## src/rtl/ihd_pkg.sv

```systemverilog
package ihd_pkg;

  localparam int OPC_W     = 16;
  localparam int HDR_BYTES = 3;
  localparam int MODE_W    = 4;
  localparam int MAX_IMM   = 8;

  typedef enum logic [2:0] {
    CLS_NONE   = 3'd0,
    CLS_DSTSRC = 3'd1,
    CLS_SRCSRC = 3'd2,
    CLS_SRC    = 3'd3,
    CLS_DST    = 3'd4,
    CLS_BAD    = 3'd5
  } opClass_e;

  typedef enum logic [1:0] {
    KIND_NONE = 2'd0,
    KIND_MEM  = 2'd1,
    KIND_REG  = 2'd2,
    KIND_IMM  = 2'd3
  } kind_e;

  // Strobes from control to datapath
  typedef struct packed {
    logic load;       // capture a new header this cycle
    logic known;      // opcode is recognised
    logic useA;       // slot A (upper nibble) carries an operand
    logic useB;       // slot B (lower nibble) carries an operand
    logic aIsDest;    // slot A is a destination
    logic tailZero;   // lower nibble must be zero
  } slotCtl_t;

endpackage

```

## src/rtl/ihd_ctrl.sv

```systemverilog
module ihd_ctrl
  import ihd_pkg::*;
(
  input  logic             clk,
  input  logic             rstN,
  input  logic             inValid,
  input  logic [OPC_W-1:0] opcodeIn,
  output opClass_e         clsNext,
  output slotCtl_t         ctl,
  output logic             outValid
);

  // Opcode classification
  always_comb begin
    case (opcodeIn) inside
      [16'h1000:16'h100C], 16'h4000:          clsNext = CLS_DSTSRC;
      16'h2000, 16'h2001, 16'h3004:           clsNext = CLS_SRCSRC;
      [16'h2002:16'h2004], 16'h3000, 16'h3002: clsNext = CLS_SRC;
      16'h3003:                               clsNext = CLS_DST;
      16'h3001, 16'h3005, [16'hF000:16'hF002]: clsNext = CLS_NONE;
      default:                                clsNext = CLS_BAD;
    endcase
  end

  // Strobe generation
  always_comb begin
    ctl.load     = inValid;
    ctl.known    = (clsNext != CLS_BAD);
    ctl.useA     = (clsNext == CLS_DSTSRC) || (clsNext == CLS_SRCSRC) ||
                   (clsNext == CLS_SRC)    || (clsNext == CLS_DST);
    ctl.useB     = (clsNext == CLS_DSTSRC) || (clsNext == CLS_SRCSRC);
    ctl.aIsDest  = (clsNext == CLS_DSTSRC) || (clsNext == CLS_DST);
    ctl.tailZero = (clsNext == CLS_SRC)    || (clsNext == CLS_DST);
  end

  always_ff @(posedge clk) begin
    if (!rstN) outValid <= 1'b0;
    else       outValid <= inValid;
  end

endmodule

```

## src/rtl/ihd_slot.sv

```systemverilog
module ihd_slot
  import ihd_pkg::*;
#(
  parameter int ADDR_BYTES = 8,
  parameter int REG_BYTES  = 8,
  parameter int LEN_W      = 5,
  parameter int WID_W      = 4
) (
  input  logic [MODE_W-1:0] modeCode,
  output kind_e             kind,
  output logic [WID_W-1:0]  accBytes,
  output logic [LEN_W-1:0]  fieldLen,
  output logic              badCode
);

  logic [1:0] immIdx;
  assign immIdx = 2'(modeCode - MODE_W'(5));

  always_comb begin
    kind     = KIND_NONE;
    accBytes = '0;
    fieldLen = '0;
    badCode  = 1'b0;
    if (modeCode <= MODE_W'(3)) begin
      kind     = KIND_MEM;
      accBytes = WID_W'(MAX_IMM >> modeCode[1:0]);
      fieldLen = LEN_W'(ADDR_BYTES);
    end else if (modeCode == MODE_W'(4)) begin
      kind     = KIND_REG;
      accBytes = WID_W'(REG_BYTES);
      fieldLen = LEN_W'(1);
    end else if (modeCode <= MODE_W'(8)) begin
      kind     = KIND_IMM;
      accBytes = WID_W'(MAX_IMM >> immIdx);
      fieldLen = LEN_W'(MAX_IMM >> immIdx);
    end else begin
      badCode  = 1'b1;
    end
  end

endmodule

```

## src/rtl/ihd_dpath.sv

```systemverilog
module ihd_dpath
  import ihd_pkg::*;
#(
  parameter int ADDR_BYTES = 8,
  parameter int REG_BYTES  = 8,
  parameter int LEN_W      = 5,
  parameter int WID_W      = 4
) (
  input  logic             clk,
  input  logic             rstN,
  input  slotCtl_t         ctl,
  input  opClass_e         clsNext,
  input  logic [OPC_W-1:0] opcodeIn,
  input  logic [7:0]       modeByte,
  output logic [OPC_W-1:0] opcode,
  output opClass_e         opClass,
  output kind_e            opAKind,
  output kind_e            opBKind,
  output logic [WID_W-1:0] opAWidth,
  output logic [WID_W-1:0] opBWidth,
  output logic [LEN_W-1:0] opAOffset,
  output logic [LEN_W-1:0] opBOffset,
  output logic [LEN_W-1:0] instLen,
  output logic             illegal
);

  localparam int NSLOT = 2;

  kind_e             sKind [NSLOT];
  logic [WID_W-1:0]  sAcc  [NSLOT];
  logic [LEN_W-1:0]  sLen  [NSLOT];
  logic              sBad  [NSLOT];

  // Slot 0 reads the upper nibble, slot 1 the lower nibble
  for (genvar s = 0; s < NSLOT; s++) begin : g_slot
    ihd_slot #(
      .ADDR_BYTES(ADDR_BYTES), .REG_BYTES(REG_BYTES),
      .LEN_W(LEN_W), .WID_W(WID_W)
    ) u_slot (
      .modeCode(modeByte[(NSLOT-1-s)*MODE_W +: MODE_W]),
      .kind    (sKind[s]),
      .accBytes(sAcc[s]),
      .fieldLen(sLen[s]),
      .badCode (sBad[s])
    );
  end

  logic             aBad, bBad, illNext;
  kind_e            aKindN, bKindN;
  logic [WID_W-1:0] aWidN, bWidN;
  logic [LEN_W-1:0] aLenN, bLenN, aOffN, bOffN, lenN;

  always_comb begin
    aBad    = ctl.useA && (sBad[0] || (ctl.aIsDest && sKind[0] == KIND_IMM));
    bBad    = (ctl.useB && sBad[1]) ||
              (ctl.tailZero && modeByte[MODE_W-1:0] != '0);
    illNext = !ctl.known || aBad || bBad;

    aKindN = KIND_NONE; bKindN = KIND_NONE;
    aWidN  = '0;        bWidN  = '0;
    aLenN  = '0;        bLenN  = '0;
    aOffN  = '0;        bOffN  = '0;
    lenN   = '0;

    if (!illNext) begin
      if (ctl.useA) begin
        aKindN = sKind[0];
        aWidN  = sAcc[0];
        aLenN  = sLen[0];
        aOffN  = LEN_W'(HDR_BYTES);
      end
      if (ctl.useB) begin
        bKindN = sKind[1];
        bWidN  = sAcc[1];
        bLenN  = sLen[1];
        bOffN  = LEN_W'(HDR_BYTES) + aLenN;
      end
      lenN = ctl.useA ? LEN_W'(HDR_BYTES) + aLenN + bLenN
                      : LEN_W'(HDR_BYTES - 1);
    end
  end

  always_ff @(posedge clk) begin
    if (!rstN) begin
      opcode    <= '0;
      opClass   <= CLS_NONE;
      opAKind   <= KIND_NONE;
      opBKind   <= KIND_NONE;
      opAWidth  <= '0;
      opBWidth  <= '0;
      opAOffset <= '0;
      opBOffset <= '0;
      instLen   <= '0;
      illegal   <= 1'b0;
    end else if (ctl.load) begin
      opcode    <= opcodeIn;
      opClass   <= clsNext;
      opAKind   <= aKindN;
      opBKind   <= bKindN;
      opAWidth  <= aWidN;
      opBWidth  <= bWidN;
      opAOffset <= aOffN;
      opBOffset <= bOffN;
      instLen   <= lenN;
      illegal   <= illNext;
    end
  end

endmodule

```

## src/rtl/instr_hdr_decoder.sv

```systemverilog
module instr_hdr_decoder
  import ihd_pkg::*;
#(
  parameter int ADDR_BYTES = 8,
  parameter int REG_BYTES  = 8,
  localparam int MAX_FIELD = (ADDR_BYTES > MAX_IMM) ? ADDR_BYTES : MAX_IMM,
  localparam int MAX_WID   = (REG_BYTES > MAX_IMM) ? REG_BYTES : MAX_IMM,
  localparam int LEN_W     = $clog2(HDR_BYTES + 2*MAX_FIELD + 1),
  localparam int WID_W     = $clog2(MAX_WID + 1)
) (
  input  logic                   clk,
  input  logic                   rstN,
  input  logic                   inValid,
  input  logic [HDR_BYTES*8-1:0] inBytes,
  output logic                   outValid,
  output logic [OPC_W-1:0]       opcode,
  output logic [2:0]             opClass,
  output logic [1:0]             opAKind,
  output logic [1:0]             opBKind,
  output logic [WID_W-1:0]       opAWidth,
  output logic [WID_W-1:0]       opBWidth,
  output logic [LEN_W-1:0]       opAOffset,
  output logic [LEN_W-1:0]       opBOffset,
  output logic [LEN_W-1:0]       instLen,
  output logic                   illegal
);

  slotCtl_t ctl;
  opClass_e clsNext, clsQ;
  kind_e    aKindQ, bKindQ;

  ihd_ctrl u_ctrl (
    .clk     (clk),
    .rstN    (rstN),
    .inValid (inValid),
    .opcodeIn(inBytes[OPC_W-1:0]),
    .clsNext (clsNext),
    .ctl     (ctl),
    .outValid(outValid)
  );

  ihd_dpath #(
    .ADDR_BYTES(ADDR_BYTES), .REG_BYTES(REG_BYTES),
    .LEN_W(LEN_W), .WID_W(WID_W)
  ) u_dpath (
    .clk      (clk),
    .rstN     (rstN),
    .ctl      (ctl),
    .clsNext  (clsNext),
    .opcodeIn (inBytes[OPC_W-1:0]),
    .modeByte (inBytes[OPC_W +: 8]),
    .opcode   (opcode),
    .opClass  (clsQ),
    .opAKind  (aKindQ),
    .opBKind  (bKindQ),
    .opAWidth (opAWidth),
    .opBWidth (opBWidth),
    .opAOffset(opAOffset),
    .opBOffset(opBOffset),
    .instLen  (instLen),
    .illegal  (illegal)
  );

  assign opClass = clsQ;
  assign opAKind = aKindQ;
  assign opBKind = bKindQ;

endmodule

```

## config.mk

```make
export PLATFORM = sky130hd
export DESIGN_NAME = instr_hdr_decoder
export DESIGN_NICKNAME = d
export VERILOG_FILES = /design/src/rtl/ihd_pkg.sv /design/src/rtl/ihd_ctrl.sv /design/src/rtl/ihd_slot.sv /design/src/rtl/ihd_dpath.sv /design/src/rtl/instr_hdr_decoder.sv
export SDC_FILE = /design/constraint.sdc
export NUM_CORES = 1
export LEC_CHECK = 0
export BUFFER_PORTS_ARGS = -buffer_cell sky130_fd_sc_hd__buf_4
export CAP_MARGIN = 20
export CORE_MARGIN = 2
export CORE_UTILIZATION = 30
export CTS_CLUSTER_SIZE = 8
export DETAILED_ROUTE_END_ITERATION = 10
export PLACE_DENSITY_LB_ADDON = 0.25
export RECOVER_POWER = 25
export SLEW_MARGIN = 20
export SYNTH_ARGS = -nofsm -noshare
export SYNTH_HDL_FRONTEND = slang
export SYNTH_SLANG_ARGS = --single-unit
```

## constraint.sdc

```tcl
create_clock -name clk -period 3.2 [get_ports clk]
set_input_delay 0.48 -clock clk [delete_from_list [all_inputs] [get_ports clk]]
set_output_delay 0.48 -clock clk [all_outputs]
set_load 0.02 [all_outputs]
```

-- Word-level counts from Yosys, hierarchy flattened
Index checks and enable logic that the tools add are counted.
- register bits: 48
- input bits: 27
- output and inout port bits: 48
- shift-type cells: 4
- order comparisons: 10
- reduce and logical (&&, ||, !) cells: 22
- equal/unequal tests: 17
- mux-type cells: 47
- add/sub/neg operators: 4
- operators with widths (kind ; number):
    16-bit by 14-bit == test with 1-bit output (second input constant) ; 8
    5-bit 2-to-1 mux ; 15
    4-bit 2-to-1 mux ; 10
    2-bit 2-to-1 mux ; 11
    16-bit by 15-bit == test with 1-bit output (second input constant) ; 1
    16-bit by 13-bit >= comparator with 1-bit output (second input constant) ; 1
    16-bit by 14-bit >= comparator with 1-bit output (second input constant) ; 1
    16-bit >= comparator (second input constant) ; 1
    16-bit by 13-bit <= comparator with 1-bit output (second input constant) ; 1
    16-bit by 14-bit <= comparator with 1-bit output (second input constant) ; 1
    16-bit <= comparator (second input constant) ; 1
    3-bit 2-to-1 mux ; 5
    4-bit by 2-bit >> shifter with 5-bit output (first input constant) ; 2
    1-bit logical OR ; 9
    3-bit OR reduction ; 3
    4-bit by 3-bit == test with 1-bit output (second input constant) ; 2
    4-bit by 2-bit <= comparator with 1-bit output (second input constant) ; 2
    4-bit <= comparator (second input constant) ; 2
    4-bit by 2-bit >> shifter with 4-bit output (first input constant) ; 2
    1-bit logical AND ; 7
    3-bit by 2-bit == test with 1-bit output (second input constant) ; 2
    1-bit 2-to-1 mux ; 6
    2-bit by 5-bit adder with 5-bit output (first input constant) ; 1
    5-bit adder ; 1
    other kinds (8) ; 9

-- Logic depth before layout (Yosys ltp)
Gate-level depths: netlist (run 1).
- depth after elaboration: 20
- gate-level depth with buffers: 15

-- Cells and area by module
Synthesis (run 1) repeated with hierarchy kept, for this count alone.
- cells, all modules: 282
- area total of the unflattened synthesis: 2512.4 sq um
- by module, submodules not included (module ; area an instance (sq um) ; seq. area each (sq um) ; cells an instance ; times used):
    ihd_dpath ; 1879.3 ; 860.8 ; 186 ; 1
    ihd_slot ; 165.2 ; 0.0 ; 26 ; 2
    ihd_ctrl ; 302.8 ; 20.0 ; 44 ; 1

-- Worst setup path before layout (run 1)
OpenSTA, ideal clock, no wires.
- path type: in2reg
- from: input port inBytes[5]
- to: register u_dpath.instLen[3]
- path slack: -0.117 ns
- setup time: 0.069 ns
- path buffers: 1
- arrival time: 3.248 ns
- stages: 14
- cells stage by stage: nor4_1 nand2_2 nor4_2 or2_2 buf_4 nand4_1 ha_1 inv_1 ha_1 a21o_1 a21oi_1 xnor2_1 nand4_1 o21ai_1
- longest elaborated chain between the ends: 18
- elaborated cells on any way between the ends: 54
- classes of those cells: 2 x add/sub; 6 x order compare; 14 x eq/ne; 11 x mux; 21 x reduce/logical
- ends and longest elaborated chain (element ; line ; RTL):
    start: declaration ; instr_hdr_decoder.sv:14 ; input logic [HDR_BYTES*8-1:0] inBytes,
    16-bit >= comparator (no source line) or 16-bit <= comparator (tied branches) ; -- ;
    1-bit logical AND (no source line) ; -- ;
    3-bit OR reduction ; ihd_ctrl.sv:15 ; case (opcodeIn) inside
    3-bit 2-to-1 mux (4 in series) ; ihd_ctrl.sv:15 ;
    3-bit 2-to-1 mux (*) ; ihd_ctrl.sv:15 ;
    3-bit by 1-bit == test with 1-bit output or 3-bit by 2-bit == test with 1-bit output (tied branches) ; ihd_ctrl.sv:29, ihd_ctrl.sv:31, ihd_ctrl.sv:32 ;
    1-bit logical OR ; ihd_ctrl.sv:29, ihd_ctrl.sv:31 ;
    1-bit logical OR ; ihd_ctrl.sv:29 ; ctl.useA = (clsNext == CLS_DSTSRC) || (clsNext == CLS_SRCSRC) ||
    1-bit logical OR ; ihd_ctrl.sv:30 ; (clsNext == CLS_SRC) || (clsNext == CLS_DST);
    5-bit 2-to-1 mux ; ihd_dpath.sv:66 ; if (ctl.useA) begin
    5-bit 2-to-1 mux ; ihd_dpath.sv:65 ; if (!illNext) begin
    2-bit by 5-bit adder with 5-bit output ; ihd_dpath.sv:78 ; lenN = ctl.useA ? LEN_W'(HDR_BYTES) + aLenN + bLenN
    5-bit adder ; ihd_dpath.sv:78 ;
    5-bit 2-to-1 mux ; ihd_dpath.sv:78 ;
    5-bit 2-to-1 mux (*) ; ihd_dpath.sv:65 ;
    end signal: assignment ; ihd_dpath.sv:104 ; instLen <= lenN;
    end: declaration ; ihd_dpath.sv:23 ; output logic [LEN_W-1:0] instLen,
Every way passes the cells marked *; elsewhere a longest branch is shown, timed or not. The select of a mux whose other input is x is not followed.
A chain may end at the register's enable or synchronous reset.

-- Worst setup path after layout (run 1)
- from: input port inBytes[9]
- to: register u_dpath.instLen[4]
Same word-level chain as after synthesis.

==> flow_summary.html, run 1 <==
<table>
<tr><th>Metric</th><th>Value</th></tr>
<tr><th colspan="2">Clock network</th></tr>
<tr><td>Number of buffers inserted for hold repair after clock tree synthesis</td><td>0</td></tr>
<tr><td>TritonCTS clock tree</td><td>built</td></tr>
<tr><td>Total CTS buffers</td><td>5</td></tr>
<tr><td>Clk pin slew, worst setup/hold paths</td><td>0.08 ns</td></tr>
<tr><td>Clock latency at the later pin of the worst-skew pair</td><td>0.30 ns</td></tr>
<tr><td># clock sinks</td><td>44</td></tr>
<tr><td>Clk Tree Root Cell</td><td>clkbuf_8</td></tr>
<tr><td>Max Root-Sink Buffers</td><td>2</td></tr>
<tr><td>Maximum level of the CTS H-tree</td><td>2</td></tr>
<tr><td>Post-CTS setup buffer count</td><td>0</td></tr>
<tr><td>Post-cts gate resize count</td><td>0</td></tr>
<tr><th colspan="2">GRT</th></tr>
<tr><td>Met1 capacity usage during global routing</td><td>19.8%</td></tr>
<tr><td>Overall fraction of global-route tracks in use</td><td>14.8%</td></tr>
<tr><td>Largest net degree at the start of global routing</td><td>25</td></tr>
<tr><td>Total overflow reported by the global router</td><td>0</td></tr>
<tr><td>Antenna violations before repair</td><td>0</td></tr>
<tr><td>Global-route wire length before repair</td><td>11600 µm</td></tr>
<tr><td>Met2 Track Usage GR</td><td>23.8%</td></tr>
<tr><td>Via count of the first global-routing pass</td><td>2404</td></tr>
<tr><td>Global Route met3 Usage</td><td>3.22%</td></tr>
<tr><td>Most used routing layer in global routing</td><td>met2</td></tr>
<tr><th colspan="2">Route</th></tr>
<tr><td>Final routed wirelength across all metal layers</td><td>7030 µm</td></tr>
<tr><td>Ratio of routed vias to standard cells</td><td>5.01</td></tr>
<tr><td>Number of violations reported at the end of detailed-routing iteration 0</td><td>91</td></tr>
<tr><td>Avg WL per Cell</td><td>14.4 µm</td></tr>
<tr><td>First-pass detailed-route iteration total</td><td>4</td></tr>
<tr><td>Final ANT Viol Nets</td><td>0</td></tr>
<tr><td>Vias after detailed routing</td><td>2456</td></tr>
<tr><td>Number of design rule violations left after detail routing</td><td>0</td></tr>
<tr><th colspan="2">Critical path</th></tr>
<tr><td>Endpoint arrival time on the critical path</td><td>3.11 ns</td></tr>
<tr><td>Critical Path Slowest Stage Cell</td><td>or4_4</td></tr>
<tr><td>Critical path launch point</td><td>inBytes[9]</td></tr>
<tr><td>End of the worst register-to-register path</td><td>u_dpath.opClass[2]$_SDFFE_PN0P_</td></tr>
<tr><td>Buffers &amp; Inverters on Critical Path</td><td>2</td></tr>
<tr><td>Critical Path, Cell by Cell</td><td>buf_4 -&gt; or4_4 -&gt; or3_4 -&gt; o32ai_2 -&gt; nand4b_1 -&gt; xnor2_1 -&gt; inv_1 -&gt; ha_1 -&gt; a21oi_1 -&gt; nor2b_1 -&gt; o21ai_0 -&gt; o31ai_2</td></tr>
<tr><td>Nature of the critical path endpoint</td><td>flop</td></tr>
<tr><td>Worst R2R Setup Slack</td><td>2.44 ns</td></tr>
<tr><td>Critical path peak fanout</td><td>3</td></tr>
<tr><td>CP required</td><td>3.39 ns</td></tr>
<tr><td>Critical path start-end classification</td><td>input pin to flop</td></tr>
<tr><td>Top delay family on crit path</td><td>simple AND/OR/NAND/NOR gates</td></tr>
<tr><td>Startpoint types</td><td>input pin</td></tr>
<tr><td>Worst R2R Start</td><td>u_dpath.opClass[2]$_SDFFE_PN0P_</td></tr>
<tr><td>Worst Reg-to-Reg Cells</td><td>2</td></tr>
<tr><td>Slowest Stage Delay on Critical Path</td><td>0.54 ns</td></tr>
<tr><th colspan="2">Min path</th></tr>
<tr><td>Hold path cells</td><td>2</td></tr>
<tr><td>Hold crit path type</td><td>input pin to flop</td></tr>
<tr><td>Worst hold path endpoint</td><td>u_dpath.opBWidth[2]$_SDFFE_PN0P_</td></tr>
<tr><td>Startpoint of the most critical hold path</td><td>inBytes[19]</td></tr>
<tr><th colspan="2">STA</th></tr>
<tr><td>Count of pins over their slew limit</td><td>25</td></tr>
<tr><td>Highest clock frequency the design can meet</td><td>343 MHz</td></tr>
<tr><td>Fin crit period</td><td>2.92 ns</td></tr>
<tr><td>Total count of hold-check failures in the final report</td><td>0</td></tr>
<tr><td>Share of the cycle needed by the critical path after routing</td><td>91.2%</td></tr>
<tr><td>Worst slew slack as a fraction of its limit</td><td>-1.79%</td></tr>
<tr><td>Transition time at the pin with the least slew margin</td><td>1.53 ns</td></tr>
<tr><td>Post-Route Hold Slack</td><td>0.440 ns</td></tr>
<tr><td>Unrepaired setup endpoints after global routing</td><td>no</td></tr>
<tr><td>Worst setup slack after layout</td><td>0.281 ns</td></tr>
<tr><td>Setup TNS after final layout</td><td>0 ns</td></tr>
<tr><td>Number of endpoints failing setup at the final stage</td><td>0</td></tr>
<tr><td>Maximum clock skew at final layout</td><td>0 ns</td></tr>
<tr><th colspan="2">Floorplan</th></tr>
<tr><td>Num ports</td><td>75</td></tr>
<tr><td>Floorplan core area</td><td>8640 µm²</td></tr>
<tr><td>Chip height</td><td>97.8 µm</td></tr>
<tr><td>Initial standard-cell utilization of the core</td><td>30.5%</td></tr>
<tr><td>FP Rows</td><td>34</td></tr>
<tr><td>Die area</td><td>9560 µm²</td></tr>
<tr><td>Die X-Extent</td><td>97.8 µm</td></tr>
<tr><th colspan="2">Synth</th></tr>
<tr><td>Cell type contributing the most total cell area after synthesis</td><td>dfxtp_1</td></tr>
<tr><td>Top area cells in the synthesized netlist</td><td>dfxtp_1 33%, mux2i_1 7.2%, nor2b_1 6.6%</td></tr>
<tr><td>Number of register bits inferred by synthesis</td><td>44</td></tr>
<tr><td>Gate count of the mapped netlist</td><td>303</td></tr>
<tr><td>Share of synthesized flip-flops with an asynchronous set or reset</td><td>0%</td></tr>
<tr><td>Unique masters post-synth</td><td>68</td></tr>
<tr><td>Synthesized area per cell</td><td>8.70 µm²</td></tr>
<tr><td>Most frequently used flop master after synthesis</td><td>dfxtp_1</td></tr>
<tr><td>Total standard cell area after synthesis</td><td>2640 µm²</td></tr>
<tr><td>Proportion of netlist area held by the largest area contributor</td><td>33.4%</td></tr>
<tr><td>Post-synth EDFFs</td><td>0</td></tr>
<tr><td>Number of warning messages in the yosys log</td><td>0</td></tr>
<tr><td>Share of the yosys chip area belonging to registers</td><td>33.4%</td></tr>
<tr><th colspan="2">Outcome</th></tr>
<tr><td>Violated checks</td><td>max-capacitance violations, max-slew violations</td></tr>
<tr><td>Result of the run</td><td>complete, but fails checks</td></tr>
<tr><th colspan="2">Placement</th></tr>
<tr><td>Weighted congestion at the end of routability-driven global placement</td><td>0.855</td></tr>
<tr><td>Dpl cells</td><td>482</td></tr>
<tr><td>Pre-CTS setup slack</td><td>-0.165 ns</td></tr>
<tr><td>Cell area after placement</td><td>3390 µm²</td></tr>
<tr><td>Estimated wirelength of the detail-placed design</td><td>5430 µm</td></tr>
<tr><td>Port Buffer Count</td><td>71</td></tr>
<tr><th colspan="2">Cells and area</th></tr>
<tr><td>Area Growth Syn to Fin</td><td>31.5%</td></tr>
<tr><td>Layout Cells excl Fill</td><td>490</td></tr>
<tr><td>Layout Utilization</td><td>40.1%</td></tr>
<tr><td>Number of nets in the final layout</td><td>414</td></tr>
<tr><td>Number of antenna repair diodes</td><td>0</td></tr>
<tr><td>Share of final-layout standard cells stronger than drive strength 1</td><td>33.0%</td></tr>
<tr><td>Filler cell count</td><td>910</td></tr>
<tr><td>Final design instance area without fill</td><td>3470 µm²</td></tr>
<tr><th colspan="2">Power</th></tr>
<tr><td>Power density normalized to cell area</td><td>332 nW/µm²</td></tr>
<tr><td>Worst voltage drop across the vdd grid</td><td>0.195 mV</td></tr>
<tr><td>Leakage component of the power</td><td>1.43 nW</td></tr>
<tr><td>Total power consumption of the routed design</td><td>1.15 mW</td></tr>
<tr><th colspan="2">Job</th></tr>
<tr><td>Max-Cap Viols</td><td>1</td></tr>
</table>
==> power by group <==
part | internal [mW] | switching [mW] | leakage [nW]
logic | 0.0899 | 0.120 | 1.02
registers | 0.562 | 0.00806 | 0.359
clock network | 0.173 | 0.198 | 0.0510
total | 0.825 | 0.326 | 1.43
==> cell usage after synthesis, types with 5 or more instances <==
master    instances
nor4_1            5
nor2_1           14
nand4_1           9
nor3_1            9
nand2_1          30
o21ai_1           7
or2_2             6
o31ai_2           6
clkbuf_1         16
dfxtp_1          44
nor2b_1          28
o21ai_0          13
buf_4             6
a21oi_1           7
mux2i_1          19
ha_1              5
==> cells in the final DEF (no fill, tap or decap), drive strengths merged, types with 3 or more instances in the layout <==
master and instances:
o31ai 7, nand4 9, buf 86, nor2b 28, or2 6, xnor2 3, and3 3, clkbuf 12
nand2 32, nor4b 4, dfxtp 44, nor4 6, mux2i 19, inv 4, a21boi 3, nand2b 4
or3 5, nand3 4, o21ai 21, ha 5, a21oi 7, conb 3, a221oi 4, nand4b 3
nor3 9, nor2 15
==> cell families after synthesis <==
| group | share of synthesized area, % |
|---|---|
| AOI/OAI and AO/OA | 18.2 |
| DFF | 33.4 |
| adders and majority gates | 3.13 |
| and+or+nand+nor | 31.5 |
| other | 0.142 |
| muxes | 7.21 |
| xor gates and xnor gates | 1.66 |
| buffers and inverters | 4.70 |
==> worst max path at each step <==
stage	slack, ns	endpoint	cells past startpoint
final	0.28	u_dpath.instLen[4]$_SDFFE_PN0P_	12
after global routing	0.006	u_dpath.instLen[4]$_SDFFE_PN0P_	12
after CTS	0.16	u_dpath.instLen[4]$_SDFFE_PN0P_	12
after detailed placement	-0.16	u_dpath.instLen[4]$_SDFFE_PN0P_	12
after global placement	-0.05	u_dpath.instLen[3]$_SDFFE_PN0P_	12
after floorplan	0.008	u_dpath.instLen[3]$_SDFFE_PN0P_	15
==> final cells by class <==
type / count / area (µm²) / area share [%]
Tap cell: 108 / 135 / 3.90
Inverter: 4 / 15.0 / 0.433
Multi-Input combinational cell: 234 / 1680 / 48.3
Timing Repair Buffer: 92 / 668 / 19.3
Clock inverter: 2 / 10.0 / 0.289
Clock buffer: 6 / 82.6 / 2.38
Sequential cell: 44 / 881 / 25.4
==> registers in the layout, summed over array words and instances (netlist names) <==
register and flops:
u_dpath.opAKind 2, u_dpath.opBOffset 5, u_dpath.opAWidth 4, u_dpath.opClass 3
u_dpath.opBWidth 4, u_ctrl.outValid 1, u_dpath.opAOffset 1, u_dpath.opcode 16
u_dpath.opBKind 2, u_dpath.illegal 1, u_dpath.instLen 5
==> metal layers <==
layer	vias to the layer above	part of all wire [%]	wire length, µm
li1	1253	-	-
met1	1122	48	3350
met2	69	46	3250
met3	12	4.6	321
met4	0	1.7	121
met5	-	0	0
No activity file was read; power rests on OpenSTA's default activity.
==> inputs of run 2 (changes only) <==
--- a/config.mk
+++ b/config.mk
@@ -12,7 +12,6 @@
 export CTS_CLUSTER_SIZE = 8
 export DETAILED_ROUTE_END_ITERATION = 10
 export PLACE_DENSITY_LB_ADDON = 0.25
-export RECOVER_POWER = 25
 export SLEW_MARGIN = 20
 export SYNTH_ARGS = -nofsm -noshare
 export SYNTH_HDL_FRONTEND = slang
==> run 2 against run 1 <==
Compared with the run above: the flow now finishes without violations; combinational power about the same; critical path type unchanged; hold slack got worse by 0.0010 ns; largest cell class unchanged; setup slack lost 0.00088 ns; non-clock buffer count unchanged; fmax about the same; first-iteration DRC count grew 2.2%; clock skew stayed put; total power is 0.13% higher; register-to-register slack better by 0.05 ns; sequential cell count stayed put; critical endpoint unchanged.
==> flow_summary.html, run 2 (synthesis results as in run 1) <==
<table>
<tr><th>Metric</th><th>Value</th></tr>
<tr><th colspan="2">Clock network</th></tr>
<tr><td># clock sinks</td><td>44 (unchanged)</td></tr>
<tr><td>TritonCTS clock tree</td><td>built</td></tr>
<tr><td>Post-CTS setup buffer count</td><td>0 (unchanged)</td></tr>
<tr><td>Clk pin slew, worst setup/hold paths</td><td>0.08 ns (about the same)</td></tr>
<tr><td>Clock latency at the later pin of the worst-skew pair</td><td>0.30 ns (about the same)</td></tr>
<tr><td>Max Root-Sink Buffers</td><td>2 (unchanged)</td></tr>
<tr><td>Clk Tree Root Cell</td><td>clkbuf_8</td></tr>
<tr><td>Maximum level of the CTS H-tree</td><td>2 (unchanged)</td></tr>
<tr><td>Total CTS buffers</td><td>5 (unchanged)</td></tr>
<tr><th colspan="2">GRT</th></tr>
<tr><td>Largest net degree at the start of global routing</td><td>25 (unchanged)</td></tr>
<tr><td>Total overflow reported by the global router</td><td>0 (unchanged)</td></tr>
<tr><td>Antenna violations before repair</td><td>0 (unchanged)</td></tr>
<tr><td>Overall fraction of global-route tracks in use</td><td>14.8% (unchanged)</td></tr>
<tr><td>Global-route wire length before repair</td><td>11600 µm (unchanged)</td></tr>
<tr><td>Via count of the first global-routing pass</td><td>2404 (unchanged)</td></tr>
<tr><th colspan="2">Outcome</th></tr>
<tr><td>Result of the run</td><td>complete, no violations</td></tr>
<tr><th colspan="2">Route</th></tr>
<tr><td>Ratio of routed vias to standard cells</td><td>5.02 (+0.16%)</td></tr>
<tr><td>Vias after detailed routing</td><td>2460 (+0.16%)</td></tr>
<tr><td>First-pass detailed-route iteration total</td><td>4 (unchanged)</td></tr>
<tr><td>Avg WL per Cell</td><td>14.3 µm (-0.33%)</td></tr>
<tr><td>Final routed wirelength across all metal layers</td><td>7010 µm (-0.33%)</td></tr>
<tr><td>Number of design rule violations left after detail routing</td><td>0 (unchanged)</td></tr>
<tr><td>Number of violations reported at the end of detailed-routing iteration 0</td><td>93 (+2.2%)</td></tr>
<tr><td>Final ANT Viol Nets</td><td>0 (unchanged)</td></tr>
<tr><th colspan="2">Cells and area</th></tr>
<tr><td>Registers with the most flip-flops</td><td>u_dpath.opcode x16, u_dpath.instLen x5, u_dpath.opBOffset x5</td></tr>
<tr><td>Max reg flops</td><td>16 (unchanged)</td></tr>
<tr><td>Most common cell after layout, fill and taps aside</td><td>buf_4</td></tr>
<tr><td>Share of final-layout standard cells stronger than drive strength 1</td><td>34.6% (+1.6 points)</td></tr>
<tr><td>Area Growth Syn to Fin</td><td>32.3%</td></tr>
<tr><td>Final design instance area without fill</td><td>3490 µm² (+0.65%)</td></tr>
<tr><td>Commonest non-fill, non-tap cells in the layout</td><td>92 x buf_4, 44 x dfxtp_1, 30 x nand2_1</td></tr>
<tr><td>Number of antenna repair diodes</td><td>0 (unchanged)</td></tr>
<tr><td>Number of nets in the final layout</td><td>414 (unchanged)</td></tr>
<tr><td>Layout Cells excl Fill</td><td>490 (unchanged)</td></tr>
<tr><td>Register with the most flip-flops</td><td>u_dpath.opcode</td></tr>
<tr><td>Filler cell count</td><td>903 (-0.77%)</td></tr>
<tr><th colspan="2">STA</th></tr>
<tr><td>Total count of hold-check failures in the final report</td><td>0 (unchanged)</td></tr>
<tr><td>Maximum clock skew at final layout</td><td>0 ns (unchanged)</td></tr>
<tr><td>Fin crit period</td><td>2.92 ns (+0.000878 ns)</td></tr>
<tr><td>Number of endpoints failing setup at the final stage</td><td>0 (unchanged)</td></tr>
<tr><td>Unrepaired setup endpoints after global routing</td><td>no</td></tr>
<tr><td>Transition time at the pin with the least slew margin</td><td>0.677 ns (-0.850 ns)</td></tr>
<tr><td>Post-Route Hold Slack</td><td>0.439 ns (-0.00102 ns)</td></tr>
<tr><td>Worst slew slack as a fraction of its limit</td><td>54.9% (+57 points)</td></tr>
<tr><td>Share of the cycle needed by the critical path after routing</td><td>91.2% (about the same)</td></tr>
<tr><td>Highest clock frequency the design can meet</td><td>342 MHz (about the same)</td></tr>
<tr><td>Count of pins over their slew limit</td><td>0 (-100%)</td></tr>
<tr><th colspan="2">Critical path</th></tr>
<tr><td>Startpoint types</td><td>input pin</td></tr>
<tr><td>Nature of the critical path endpoint</td><td>flop</td></tr>
<tr><td>CP required</td><td>3.40 ns (about the same)</td></tr>
<tr><td>Worst R2R Start</td><td>u_dpath.opClass[2]$_SDFFE_PN0P_</td></tr>
<tr><td>Critical path launch point</td><td>inBytes[9]</td></tr>
<tr><td>Endpoint arrival time on the critical path</td><td>3.12 ns (about the same)</td></tr>
<tr><td>Critical path start-end classification</td><td>input pin to flop</td></tr>
<tr><td>Critical path peak fanout</td><td>3 (unchanged)</td></tr>
<tr><th colspan="2">Floorplan</th></tr>
<tr><td>FP Rows</td><td>34 (unchanged)</td></tr>
<tr><td>Initial standard-cell utilization of the core</td><td>30.5% (unchanged)</td></tr>
<tr><td>Chip height</td><td>97.8 µm (unchanged)</td></tr>
<tr><td>Die area</td><td>9560 µm² (unchanged)</td></tr>
<tr><td>Die X-Extent</td><td>97.8 µm (unchanged)</td></tr>
<tr><td>Floorplan core area</td><td>8640 µm² (unchanged)</td></tr>
<tr><td>Num ports</td><td>75 (unchanged)</td></tr>
<tr><th colspan="2">Placement</th></tr>
<tr><td>Cell area after placement</td><td>3390 µm² (unchanged)</td></tr>
<tr><td>Port Buffer Count</td><td>71 (unchanged)</td></tr>
<tr><td>Dpl cells</td><td>482 (unchanged)</td></tr>
<tr><td>Weighted congestion at the end of routability-driven global placement</td><td>0.855 (unchanged)</td></tr>
<tr><td>Estimated wirelength of the detail-placed design</td><td>5430 µm (unchanged)</td></tr>
<tr><th colspan="2">Power</th></tr>
<tr><td>Power density normalized to cell area</td><td>330 nW/µm² (-0.52%)</td></tr>
<tr><td>Total power consumption of the routed design</td><td>1.15 mW (+0.13%)</td></tr>
<tr><td>Leakage component of the power</td><td>1.46 nW (+1.7%)</td></tr>
<tr><td>Worst voltage drop across the vdd grid</td><td>0.195 mV (-0.18%)</td></tr>
<tr><th colspan="2">Min path</th></tr>
<tr><td>Hold crit path type</td><td>input pin to flop</td></tr>
<tr><td>Startpoint of the most critical hold path</td><td>inBytes[19]</td></tr>
<tr><th colspan="2">Job</th></tr>
<tr><td>Max-Cap Viols</td><td>0 (-1)</td></tr>
</table>
==> run 2: cell types whose count changed in the layout (fill, tap and decap cells not counted) <==
cell      delta
clkbuf_1     -6
buf_4        +6
==> run 2: layout make-up <==
class / count / area (µm²) / area share (%)
multi-input combinational: 234 / 1680 / 48.0
clock inverter: 2 / 10.0 / 0.287
clock buffer: 6 / 82.6 / 2.37
timing repair buffer: 92 / 691 / 19.8
inverter: 4 / 15.0 / 0.430
tap: 108 / 135 / 3.87
sequential: 44 / 881 / 25.2
==> run 2: worst paths after layout <==
kind                                      end  slack [ns]  depth (start not counted)
min          u_dpath.opBWidth[2]$_SDFFE_PN0P_        0.44                          2
min reg2reg  u_dpath.opAWidth[0]$_SDFFE_PN0P_        0.45                          2
max           u_dpath.instLen[4]$_SDFFE_PN0P_        0.28                         12
max reg2reg   u_dpath.opClass[2]$_SDFFE_PN0P_        2.49                          2
==> run 2: per-layer routing <==
metal	vias to the layer above	wire length, µm	track usage [%]
met3	12	360	3.22
li1	1253	-	-
met5	-	0	0
met2	80	3280	23.8
met1	1115	3250	19.8
met4	0	120	5.13
==> run 2: stage by stage <==
stage | TNS (ns) | setup slack (ns) | utilization [%]
floorplan | 0 | 0.00776 | -
global placement | -0.0974 | -0.0546 | 39.2
detailed placement | -0.319 | -0.165 | 39.2
CTS | 0 | 0.161 | 40.3
global route | 0 | 0.00841 | 40.4
finish | 0 | 0.280 | 40.4
==> run 2: power breakdown <==
part / internal (mW) / total (mW) / switching [mW]
Clock: 0.173 / 0.370 / 0.198
Combinational: 0.0918 / 0.212 / 0.120
Sequential: 0.562 / 0.570 / 0.00815
==> run 2: worst max-delay path, stage by stage <==
cell and delay, ns:
buf_4 0.12, or4_4 0.54, or3_4 0.43, o32ai_2 0.29, nand4b_1 0.18, xnor2_1 0.20, inv_1 0.06, ha_1 0.32
a21oi_1 0.16, nor2b_1 0.06, o21ai_0 0.20, o31ai_2 0.08
==> run 2: what timing repair did <==
action | CTS | global route
hold buffers | 0 | 0
setup endpoints to repair | 0 | 2
gates resized for setup | 0 | 1
